### config.mk
export PLATFORM = sky130hd
export DESIGN_NAME = serial_tx_port
export DESIGN_NICKNAME = d
export VERILOG_FILES = /design/src/rtl/tx_pkg.sv /design/src/rtl/tx_bitclk.sv /design/src/rtl/tx_framer.sv /design/src/rtl/tx_shift_core.sv /design/src/rtl/serial_tx_port.sv
export SDC_FILE = /design/constraint.sdc
export NUM_CORES = 1
export LEC_CHECK = 0
export ABC_CLOCK_PERIOD_IN_PS = 3800
export BUFFER_PORTS_ARGS = -buffer_cell sky130_fd_sc_hd__buf_2
export CORE_ASPECT_RATIO = 0.8
export CORE_MARGIN = 2
export CORE_UTILIZATION = 45
export DETAILED_ROUTE_END_ITERATION = 8
export GPL_TIMING_DRIVEN = 0
export HOLD_SLACK_MARGIN = 0.15
export PLACE_DENSITY = 0.63
export SLEW_MARGIN = 20
export SYNTH_ARGS = -nofsm -noshare
export SYNTH_HDL_FRONTEND = slang
export SYNTH_HIERARCHICAL = 1
export SYNTH_SLANG_ARGS = --single-unit
### constraint.sdc
create_clock -name clk -period 3.8 [get_ports clk]
set_input_delay 0.19 -clock clk [delete_from_list [all_inputs] [get_ports clk]]
set_output_delay 0.19 -clock clk [all_outputs]
set_load 0.005 [all_outputs]
### src/rtl/tx_pkg.sv
// Shared constants and helpers for the serial transmitter.
// Assumes the widest word is 32 bits and the length select is 3 bits wide.
package tx_pkg;
    localparam int WORD_MAX = 32;
    localparam int CNT_W    = $clog2(WORD_MAX + 1);

    typedef enum logic [2:0] {
        LEN_8  = 3'd0,
        LEN_12 = 3'd1,
        LEN_16 = 3'd2,
        LEN_20 = 3'd3,
        LEN_24 = 3'd4,
        LEN_32 = 3'd5
    } len_sel_e;

    // Map a length select code to a bit count; unused codes give the widest word.
    function automatic logic [CNT_W-1:0] word_bits(input logic [2:0] sel);
        case (len_sel_e'(sel))
            LEN_8:   return CNT_W'(8);
            LEN_12:  return CNT_W'(12);
            LEN_16:  return CNT_W'(16);
            LEN_20:  return CNT_W'(20);
            LEN_24:  return CNT_W'(24);
            default: return CNT_W'(WORD_MAX);
        endcase
    endfunction
endpackage

### src/rtl/tx_bitclk.sv
// Serial bit clock source. Makes an internal clock by dividing the system clock,
// or follows an external clock pin. It reports one-cycle rise and fall events of
// the unpolarised clock. Assumes the external clock is synchronous to clk and
// slower than clk/2. Reset is synchronous and active low.
module tx_bitclk #(
    parameter int DIV_W = 8
) (
    input  logic             clk,
    input  logic             rst_n,
    input  logic             use_int,
    input  logic             pol,
    input  logic [DIV_W-1:0] div,
    input  logic             ext_sclk,
    output logic             sclk_o,
    output logic             rise_ev,
    output logic             fall_ev
);
    logic [DIV_W-1:0] dcnt;
    logic             iclk;
    logic             ext_prev;
    logic             ext_raw;
    logic             tick;

    assign ext_raw = ext_sclk ^ pol;
    assign tick    = (dcnt == div);

    // Divider: toggle the internal clock every div+1 system cycles.
    always_ff @(posedge clk) begin
        if (!rst_n) begin
            dcnt <= '0;
            iclk <= 1'b0;
        end else if (tick) begin
            dcnt <= '0;
            iclk <= ~iclk;
        end else begin
            dcnt <= dcnt + 1'b1;
        end
    end

    // Remember the previous unpolarised external clock level for edge detection.
    always_ff @(posedge clk) begin
        if (!rst_n) ext_prev <= 1'b0;
        else        ext_prev <= ext_raw;
    end

    // Select the clock source, form edge events and drive the clock pin.
    always_comb begin
        if (use_int) begin
            rise_ev = tick & ~iclk;
            fall_ev = tick & iclk;
            sclk_o  = iclk ^ pol;
        end else begin
            rise_ev = ext_raw & ~ext_prev;
            fall_ev = ~ext_raw & ext_prev;
            sclk_o  = pol;
        end
    end

    AST_INT_PIN_STEADY: assert property (@(posedge clk) disable iff (!rst_n)
        (use_int && !tick && $stable(pol)) |=> $stable(sclk_o));
endmodule

### src/rtl/tx_framer.sv
// Frame sync source. The internal generator raises a one-bit-period pulse once
// every period+1 bit clocks, updated on falling edges. Otherwise the external
// pin is used. The active level is reported unpolarised. Assumes an external
// frame pin is synchronous to clk. Reset is synchronous and active low.
module tx_framer #(
    parameter int PER_W = 6
) (
    input  logic             clk,
    input  logic             rst_n,
    input  logic             use_int,
    input  logic             pol,
    input  logic [PER_W-1:0] period,
    input  logic             ext_fsync,
    input  logic             fall_ev,
    output logic             fs_act,
    output logic             fsync_o
);
    logic [PER_W-1:0] fcnt;
    logic             ifs;

    // Count bit clocks and raise the internal pulse at the start of each period.
    always_ff @(posedge clk) begin
        if (!rst_n) begin
            fcnt <= '0;
            ifs  <= 1'b0;
        end else if (fall_ev) begin
            ifs  <= (fcnt == '0);
            fcnt <= (fcnt == period) ? '0 : fcnt + 1'b1;
        end
    end

    // Pick the frame source and drive the frame pin.
    always_comb begin
        if (use_int) begin
            fs_act  = ifs;
            fsync_o = ifs ^ pol;
        end else begin
            fs_act  = ext_fsync ^ pol;
            fsync_o = pol;
        end
    end

    AST_FS_SINGLE: assert property (@(posedge clk) disable iff (!rst_n)
        (fall_ev && ifs && period != '0) |=> !ifs);
endmodule

### src/rtl/tx_shift_core.sv
// Holding and shift register pair. A host write fills the holding register.
// A frame seen on a rising edge copies it, left aligned, into the shift
// register, or reuses the last word if nothing new was written. Falling edges
// send one bit each, MSB first. Assumes the rise and fall events never share
// a cycle. Reset is synchronous and active low.
module tx_shift_core
    import tx_pkg::*;
(
    input  logic                clk,
    input  logic                rst_n,
    input  logic [2:0]          len_sel,
    input  logic                wr_en,
    input  logic [WORD_MAX-1:0] wr_data,
    input  logic                rise_ev,
    input  logic                fall_ev,
    input  logic                fs_act,
    output logic                sdata_o,
    output logic                tx_ready,
    output logic                underrun
);
    logic [WORD_MAX-1:0] hold_q;
    logic                hold_full;
    logic [WORD_MAX-1:0] last_q;
    logic [WORD_MAX-1:0] shreg;
    logic [CNT_W-1:0]    bleft;
    logic                sdata_q;
    logic                ur_q;
    logic                frame;
    logic [CNT_W-1:0]    nbits;
    logic [WORD_MAX-1:0] src;

    assign frame    = rise_ev & fs_act;
    assign nbits    = word_bits(len_sel);
    assign src      = hold_full ? hold_q : last_q;
    assign sdata_o  = sdata_q;
    assign tx_ready = ~hold_full;
    assign underrun = ur_q;

    // Holding register: filled by a host write, emptied when a frame takes it.
    always_ff @(posedge clk) begin
        if (!rst_n) begin
            hold_q    <= '0;
            hold_full <= 1'b0;
        end else begin
            if (frame)
                hold_full <= 1'b0;
            if (wr_en) begin
                hold_q    <= wr_data;
                hold_full <= 1'b1;
            end
        end
    end

    // Shift register: load on a frame, send one bit on each falling edge.
    always_ff @(posedge clk) begin
        if (!rst_n) begin
            shreg   <= '0;
            last_q  <= '0;
            bleft   <= '0;
            sdata_q <= 1'b0;
        end else if (frame) begin
            shreg  <= src << (CNT_W'(WORD_MAX) - nbits);
            last_q <= src;
            bleft  <= nbits;
        end else if (fall_ev) begin
            if (bleft != '0) begin
                sdata_q <= shreg[WORD_MAX-1];
                shreg   <= shreg << 1;
                bleft   <= bleft - 1'b1;
            end else begin
                sdata_q <= 1'b0;
            end
        end
    end

    // Underrun flag: set by a frame with no new word, cleared by a host write.
    always_ff @(posedge clk) begin
        if (!rst_n)
            ur_q <= 1'b0;
        else if (frame && !hold_full)
            ur_q <= 1'b1;
        else if (wr_en)
            ur_q <= 1'b0;
    end

    AST_READY_ON_WRITE: assert property (@(posedge clk) disable iff (!rst_n)
        wr_en |=> !tx_ready);
    AST_LOAD_READY: assert property (@(posedge clk) disable iff (!rst_n)
        (frame && hold_full && !wr_en) |=> tx_ready);
    AST_UNDERRUN_SET: assert property (@(posedge clk) disable iff (!rst_n)
        (frame && !hold_full) |=> underrun);
    AST_UNDERRUN_CLEAR: assert property (@(posedge clk) disable iff (!rst_n)
        (wr_en && !(frame && !hold_full)) |=> !underrun);
    AST_DATA_QUIET: assert property (@(posedge clk) disable iff (!rst_n)
        !fall_ev |=> $stable(sdata_o));
endmodule

### src/rtl/serial_tx_port.sv
// Top of the framed serial transmitter. It joins the bit clock source, the
// frame source and the holding/shift core. Assumes configuration only changes
// while reset is held. Reset is synchronous and active low.
module serial_tx_port
    import tx_pkg::*;
#(
    parameter int DIV_W = 8,
    parameter int PER_W = 6
) (
    input  logic                clk,
    input  logic                rst_n,
    input  logic [2:0]          cfg_len,
    input  logic                cfg_clk_pol,
    input  logic                cfg_fs_pol,
    input  logic                cfg_clk_int,
    input  logic                cfg_fs_int,
    input  logic [DIV_W-1:0]    cfg_div,
    input  logic [PER_W-1:0]    cfg_period,
    input  logic                wr_en,
    input  logic [WORD_MAX-1:0] wr_data,
    input  logic                ext_sclk,
    input  logic                ext_fsync,
    output logic                sclk_o,
    output logic                fsync_o,
    output logic                sdata_o,
    output logic                tx_ready,
    output logic                underrun
);
    logic rise_ev;
    logic fall_ev;
    logic fs_act;

    tx_bitclk #(.DIV_W(DIV_W)) u_clk (
        .clk      (clk),
        .rst_n    (rst_n),
        .use_int  (cfg_clk_int),
        .pol      (cfg_clk_pol),
        .div      (cfg_div),
        .ext_sclk (ext_sclk),
        .sclk_o   (sclk_o),
        .rise_ev  (rise_ev),
        .fall_ev  (fall_ev)
    );

    tx_framer #(.PER_W(PER_W)) u_frm (
        .clk       (clk),
        .rst_n     (rst_n),
        .use_int   (cfg_fs_int),
        .pol       (cfg_fs_pol),
        .period    (cfg_period),
        .ext_fsync (ext_fsync),
        .fall_ev   (fall_ev),
        .fs_act    (fs_act),
        .fsync_o   (fsync_o)
    );

    tx_shift_core u_core (
        .clk      (clk),
        .rst_n    (rst_n),
        .len_sel  (cfg_len),
        .wr_en    (wr_en),
        .wr_data  (wr_data),
        .rise_ev  (rise_ev),
        .fall_ev  (fall_ev),
        .fs_act   (fs_act),
        .sdata_o  (sdata_o),
        .tx_ready (tx_ready),
        .underrun (underrun)
    );

    AST_EDGES_APART: assert property (@(posedge clk) disable iff (!rst_n)
        !(rise_ev && fall_ev));
endmodule

==> results of run 1 <==
worst min-delay path by stage:
stage / start / endpoint / slack [ns] / cells after the start
2_1_floorplan: rst_n / u_clk/ext_prev / 0.32 / 1
3_3_place_gp: wr_data[6] / u_core/hold_q[6] / 0.44 / 3
3_5_place_dp: wr_data[8] / u_core/hold_q[8] / 0.45 / 3
4_1_cts: rst_n / u_clk/iclk / 0.16 / 3
5_1_grt: rst_n / u_clk/ext_prev / 0.19 / 2
6_report: rst_n / u_clk/iclk / 0.17 / 3
cell usage in the layout, fill, tap and decap left out, drive strengths merged, types with 15 or more instances in the layout:
cell	netlist	final
nand3	22	22
o211a	18	18
mux2i	75	75
mux2	15	15
nor2	27	27
nand2	91	91
a21boi	18	18
xor2	21	21
clkbuf	34	56
dfxtp	122	122
a21oi	37	37
buf	24	83
dlygate4sd3	0	34
nor2b	39	39
o21ai	72	72
layout make-up:
type	instances	area, sq um
inverter	12	45.04
multi-input combinational	562	3835
clock buffer	22	484.2
sequential	122	2442
fill	1288	6155
tap	184	230.2
antenna	1	2.502
buffer	58	281.5
timing repair buffer	93	635.6
clock inverter	10	186.4
worst max-delay path: cells and delay by family, from the launching register on:
| kind | cells | cell delay (ns) |
|---|---|---|
| compound gates | 2 | 0.43 |
| buf+inv | 3 | 1.41 |
| flops | 1 | 0.46 |
| simple gates | 4 | 0.85 |
| xor+xnor | 1 | 0.12 |
state kept, by name, summed over array words and instances (netlist names):
signal            flops
u_core/hold_q        32
u_core/last_q        32
u_core/shreg         32
u_clk/dcnt            8
u_core/bleft          6
u_frm/fcnt            6
u_clk/ext_prev        1
u_clk/iclk            1
u_core/hold_full      1
u_core/sdata_o        1
u_core/underrun       1
u_frm/ifs             1
Yosys cell counts (all sizes together), types with 2 or more instances:
library cell	n	area, sq um
o211a	18	180.2
o32ai	4	35.03
and3	9	57.56
o21ai	72	364.1
o22ai	13	81.33
clkbuf	34	127.6
nor2	27	103.9
inv	12	45.04
a211oi	9	67.56
nand2b	11	68.82
nor2b	39	251.5
mux4	5	123.9
a21boi	18	135.1
mux2i	75	750.7
a21oi	37	196.4
a2bb2oi	2	17.52
mux2	15	168.9
xor2	21	183.9
or3	2	12.51
a31oi	6	37.54
nand4	3	18.77
buf	24	153.9
dfxtp	122	2442
xnor2	10	87.58
ha	5	62.56
nand2	91	346.6
o31ai	8	60.06
nor3	5	25.02
a221oi	4	41.29
nor4	3	31.28
and2	5	31.28
o211ai	6	45.04
nand3	22	110.1
o21a	2	15.01
a22oi	8	60.06
report_power, final:
part,switching [mW],internal (mW),leakage [nW],total [mW]
registers,0.0440,1.33,0.994,1.38
logic,0.266,0.192,2.17,0.457
clock network,0.595,1.23,0.319,1.83
cells by family (layout without fill, tap and decap cells):
kind of cell / Yosys count / after routing / share of synthesized area
AO/OA/AOI/OAI: 212 / 212 / 0.2092
flip-flops: 122 / 122 / 0.3698
other: 0 / 1 / 0
XOR/XNOR: 31 / 31 / 0.04111
multiplexers: 95 / 95 / 0.1580
adder cells (fa/ha/maj): 5 / 5 / 0.009473
AND/OR/NAND/NOR: 219 / 219 / 0.1629
buffers and inverters: 70 / 195 / 0.04945
timing repair:
item	CTS	global route
hold buffers	34	0
gates resized for setup	0	0
endpoints found under the hold margin	33	0
setup endpoints to repair	0	0
routing by layer:
layer	routed length [um]	vias up	GRT usage
met5	73	-	0.03406
met3	1230	31	0.05930
li1	-	2929	-
met2	9281	185	0.4209
met1	10450	2982	0.3923
met4	433	2	0.09764
per-stage QoR:
step           hold WS [ns]  std cells  setup slack (ns)  area, sq um
4_1_cts              0.1571       1063            0.4909         8140
3_5_place_dp         0.4545        997            0.4868         7129
2_1_floorplan        0.3182        754             1.435         6604
5_1_grt              0.1947       1063            0.2086         8140
3_3_place_gp         0.4444        997            0.5484         7129
6_report             0.1691       1064            0.4150         8143
==> impl_metrics.yaml, run 1 <==
timing:
  finalSetupViolCount: 0
  hold_viol: 0
  slew_viol_final: 0
  tns_ns: 0
  clock.fmax_mhz: 295.4
  worst_pin_slew_ns: 0.7884
  period_needed_ns: 3.385
  post-route-period-util: 0.8908
  slew_headroom: 0.4704
  fin_skew_ns: 0.008203
  rsz0062_at_grt: "false"
clocking:
  cts_root_buffer: "clkbuf_16"
  cts_made_buffers: 17
  cts_buffer_depth: 2
  cts_tree: "built"
  cts_sinks: 122
  path_clk_slew_ns: 0.06
  htreeDepth: 4
  clk_latency_ns: 0.42
  cts_setup_buffers: 0
critical_path:
  path_common_cell: "clkbuf_1"
  crit_chain: "xor2_1 > nor4_2 > nand2_2 > o32ai_1 > and2_1 > clkbuf_1 > clkbuf_1 > clkbuf_1 > nand2_1 > o211a_1"
  cp-startpoint: "u_clk/dcnt[0]"
  cp_data_arrival_time_ns: 3.70
  crit_required_ns: 4.12
  endpoint_kind: "flip-flop"
  critPathSlowestCell: "clkbuf_1"
  r2r_slack_ns: 0.41
  slowest_delay_ns: 0.54
  rr_startpoint: "u_clk/dcnt[0]"
  crit_path_end: "u_core/last_q[10]"
  worst_setup_path_start_kind: "flip-flop"
  cp_max_fo: 10
  reg2reg_depth: 10
  path_class: "reg2reg"
  worstReg2RegEnd: "u_core/last_q[10]"
floorplanning:
  num_rows: 39
  initial_utilization: 0.4619
  core_sq_um: 14300
  io_pins: 63
  die_y_um: 112.4
  die_x_um: 139.4
  die-area_sq_um: 15670
placed_design:
  place_congestion: 0.9622
  hpwl_mm: 15.90
  portBuffers: 59
detailed_routing:
  drt-total-wl_mm: 21.47
  routed_via_density: 5.760
  drc_errors: 0
  detail_route.first_pass.iterations: 5
  postRouteAntennaNets: 0
  vias: 6129
  wire_per_inst_um: 20.18
  dr.first_iter.drc_count: 522
yosys:
  syn_area_per_cell_sq_um: 8.758
  synth_edf_count: 0
  syn_area_sq_um: 6604
  synthFlopType: "dfxtp_1"
  netlist-cell-type-count: 54
  ys_async_sr_fraction: 0
  synth_seq_cells: 122
  synth_nets: 817
  synthCells: 754
  ys_warn_count: 6
  ys_seq_area_frac: 0.3698
flow_run:
  drv_cap: 0
global_routing:
  grt_max_degree: 17
  track_usage: 0.2785
  grt_first_pass_wirelength_mm: 33.31
  antenna_found_initial: 0
  grt_pass1_vias: 5910
  gr-total-overflow: 0
worst_hold_path:
  hp-class: "in2reg"
cells_and_area:
  syn2layout_area_growth_pct: 23.30
  nNetsFinal: 929
  finish.utilization: 0.5695
  drive_gt1_frac: 0.1627
power:
  power_mw: 3.665
  leakage_nw: 3.483
  vdd_drop_max_uv: 342.5
  powerDensity_nw_per_um2: 450.1
run_status:
  status: "finished clean"
Power figures use the tool's default switching activity.
==> run 2, diff against run 1 <==
Settings changed: CAP_MARGIN set to 0, CORE_MARGIN 2 to 10, PLACE_DENSITY 0.63 to 0.64.
==> run 2 against run 1 <==
Power shrank 7.8%; clock-buffer cell count grew 2; wire length shrank 1.2%; sequential cell count is the same; sequential power is essentially flat; non-clock buffer count grew 2; worst setup slack gained 0.13 ns; die area grew 27%; fmax grew 4.0%; clock power shrank 15%.
==> impl_metrics.yaml, run 2 (same netlist as run 1, synthesis figures left out) <==
floorplanning:
  die-area_sq_um: 19950
  io_pins: 63
  die_y_um: 128.4
  die_x_um: 155.4
  num_rows: 39
  initial_utilization: 0.4603
  core_sq_um: 14350
critical_path:
  cpLargestDelayFamily: "buffers and inverters"
  path_common_cell: "clkbuf_1"
  endpoint_kind: "flip-flop"
  slowest_delay_ns: 0.51
  crit_required_ns: 4.12
  worst_setup_path_start_kind: "flip-flop"
  critPathSlowestCell: "clkbuf_1"
  path_class: "reg2reg"
  critical_path_buf_inv_count: 3
  cp_data_arrival_time_ns: 3.58
  crit_chain: "xor2_1 > nor4_2 > nand2_2 > o32ai_1 > and2_1 > clkbuf_1 > clkbuf_1 > clkbuf_1 > nand2_1 > o211a_1"
  cp_max_fo: 10
global_routing:
  grt_pass1_vias: 6202
  gr-total-overflow: 0
  grt_first_pass_wirelength_mm: 33.48
  grt_max_degree: 17
  track_usage: 0.2126
  antenna_found_initial: 0
timing:
  clock.fmax_mhz: 307.1
  hold_viol: 0
  worst_pin_slew_ns: 0.7565
  slew_viol_final: 0
  tns_ns: 0
  rsz0062_at_grt: "false"
  finalSetupViolCount: 0
  fin_skew_ns: 0.01416
  worst_slack_ns: 0.5437
  slew_headroom: 0.4812
  post-route-period-util: 0.8569
  period_needed_ns: 3.256
detailed_routing:
  dr.first_iter.drc_count: 571
  met2_length_mm: 9.213
  wl_met1_mm: 9.696
  drc_errors: 0
  dr_wl_met3_mm: 1.952
  vias: 6165
  routed_via_density: 5.794
  maxUsedRoutingLayer: "met4"
  postRouteAntennaNets: 0
  drt-total-wl_mm: 21.22
  wire_per_inst_um: 19.94
  detail_route.first_pass.iterations: 5
flow_run:
  drv_cap: 0
clocking:
  clk_latency_ns: 0.43
  cts_root_buffer: "clkbuf_16"
  cts_made_buffers: 17
  path_clk_slew_ns: 0.05
  cts_sinks: 122
  cts_buffer_depth: 2
  cts_setup_buffers: 0
  htreeDepth: 4
  cts_tree: "built"
cells_and_area:
  drive_gt1_frac: 0.1602
  final_cells: 1064
  fill_cells: 1336
  finish.utilization: 0.5616
  most-common-layout-cells: "dfxtp_1, nand2_1, mux2i_1"
  multi_input_area_sq_um: 3835
  register_area_sq_um: 2442
  layout_commonest_cell: "dfxtp_1"
  top_regs: "u_core/hold_q: 32 flops, u_core/last_q: 32 flops, u_core/shreg: 32 flops"
  nNetsFinal: 931
  antennaDiodeCount: 0
  syn2layout_area_growth_pct: 22.00
worst_hold_path:
  hp-class: "in2reg"
power:
  power_mw: 3.378
  leakage_nw: 3.451
  powerDensity_nw_per_um2: 419.2
  vdd_drop_max_uv: 394.7
placed_design:
  place_congestion: 1.012
  dp_cells: 997
  portBuffers: 59
  post-place-ws_ns: 0.6345
  hpwl_mm: 15.83
run_status:
  status: "finished clean"
run 2: cell types whose count changed in the layout (fill, tap and decap cells not counted), sizes merged:
cell         previous run  this run
bufinv                  5         1
clkbuf                 56        58
clkinv                  1         4
clkinvlp                3         2
diode                   1         0
dlygate4sd3            34        36
inv                    13        12
run 2: where the power goes:
part	total (mW)	internal, mW	switching, mW	leakage (nW)
Clock	1.55	0.976	0.570	0.278
Sequential	1.38	1.34	0.0432	0.994
Combinational	0.454	0.193	0.260	2.18
run 2: path summary, 6_finish.rpt:
path,startpoint,to,slack (ns),cells past startpoint
worst max-delay path,u_clk/dcnt[0],u_core/last_q[4],0.54,10
worst min register to register,u_core/bleft[5],u_core/bleft[5],0.46,2
worst min-delay path,cfg_div[2],u_clk/iclk,0.32,5
worst max register to register,u_clk/dcnt[0],u_core/last_q[4],0.54,10
run 2: area by class of cell:
type,count,share of cell area
plain buffers,58,0.03494
clock buffers,24,0.06228
clock inverters,7,0.008076
inverters,12,0.005591
multi-input cells,562,0.4760
flip-flops and latches,122,0.3032
well taps,184,0.02858
repair buffers,95,0.08138
run 2: layer usage:
metal	GRT usage	vias to the layer above
met4	0.06978	0
met5	0	-
li1	-	2924
met2	0.3171	276
met1	0.2881	2931
met3	0.06360	34
run 2: repair_timing:
action,CTS,global route
setup endpoints to repair,0,0
hold buffers,36,0
endpoints found under the hold margin,35,0
gates resized for setup,0,0
run 2: stage by stage:
step	hold slack, ns	instance area (sq um)
finish	0.3157	8056
detailed placement	0.4545	7129
global route	0.3400	8056
CTS	0.3184	8056
floorplan	0.3182	6604
global placement	0.4429	7129
run 2: worst reg2reg max path, cell delays in order (launching register included):
cell      delay, ns
dfxtp_1        0.37
xor2_1         0.19
nor4_2         0.38
nand2_2        0.14
o32ai_1        0.27
and2_1         0.20
clkbuf_1       0.37
clkbuf_1       0.47
clkbuf_1       0.51
nand2_1        0.12
o211a_1        0.15
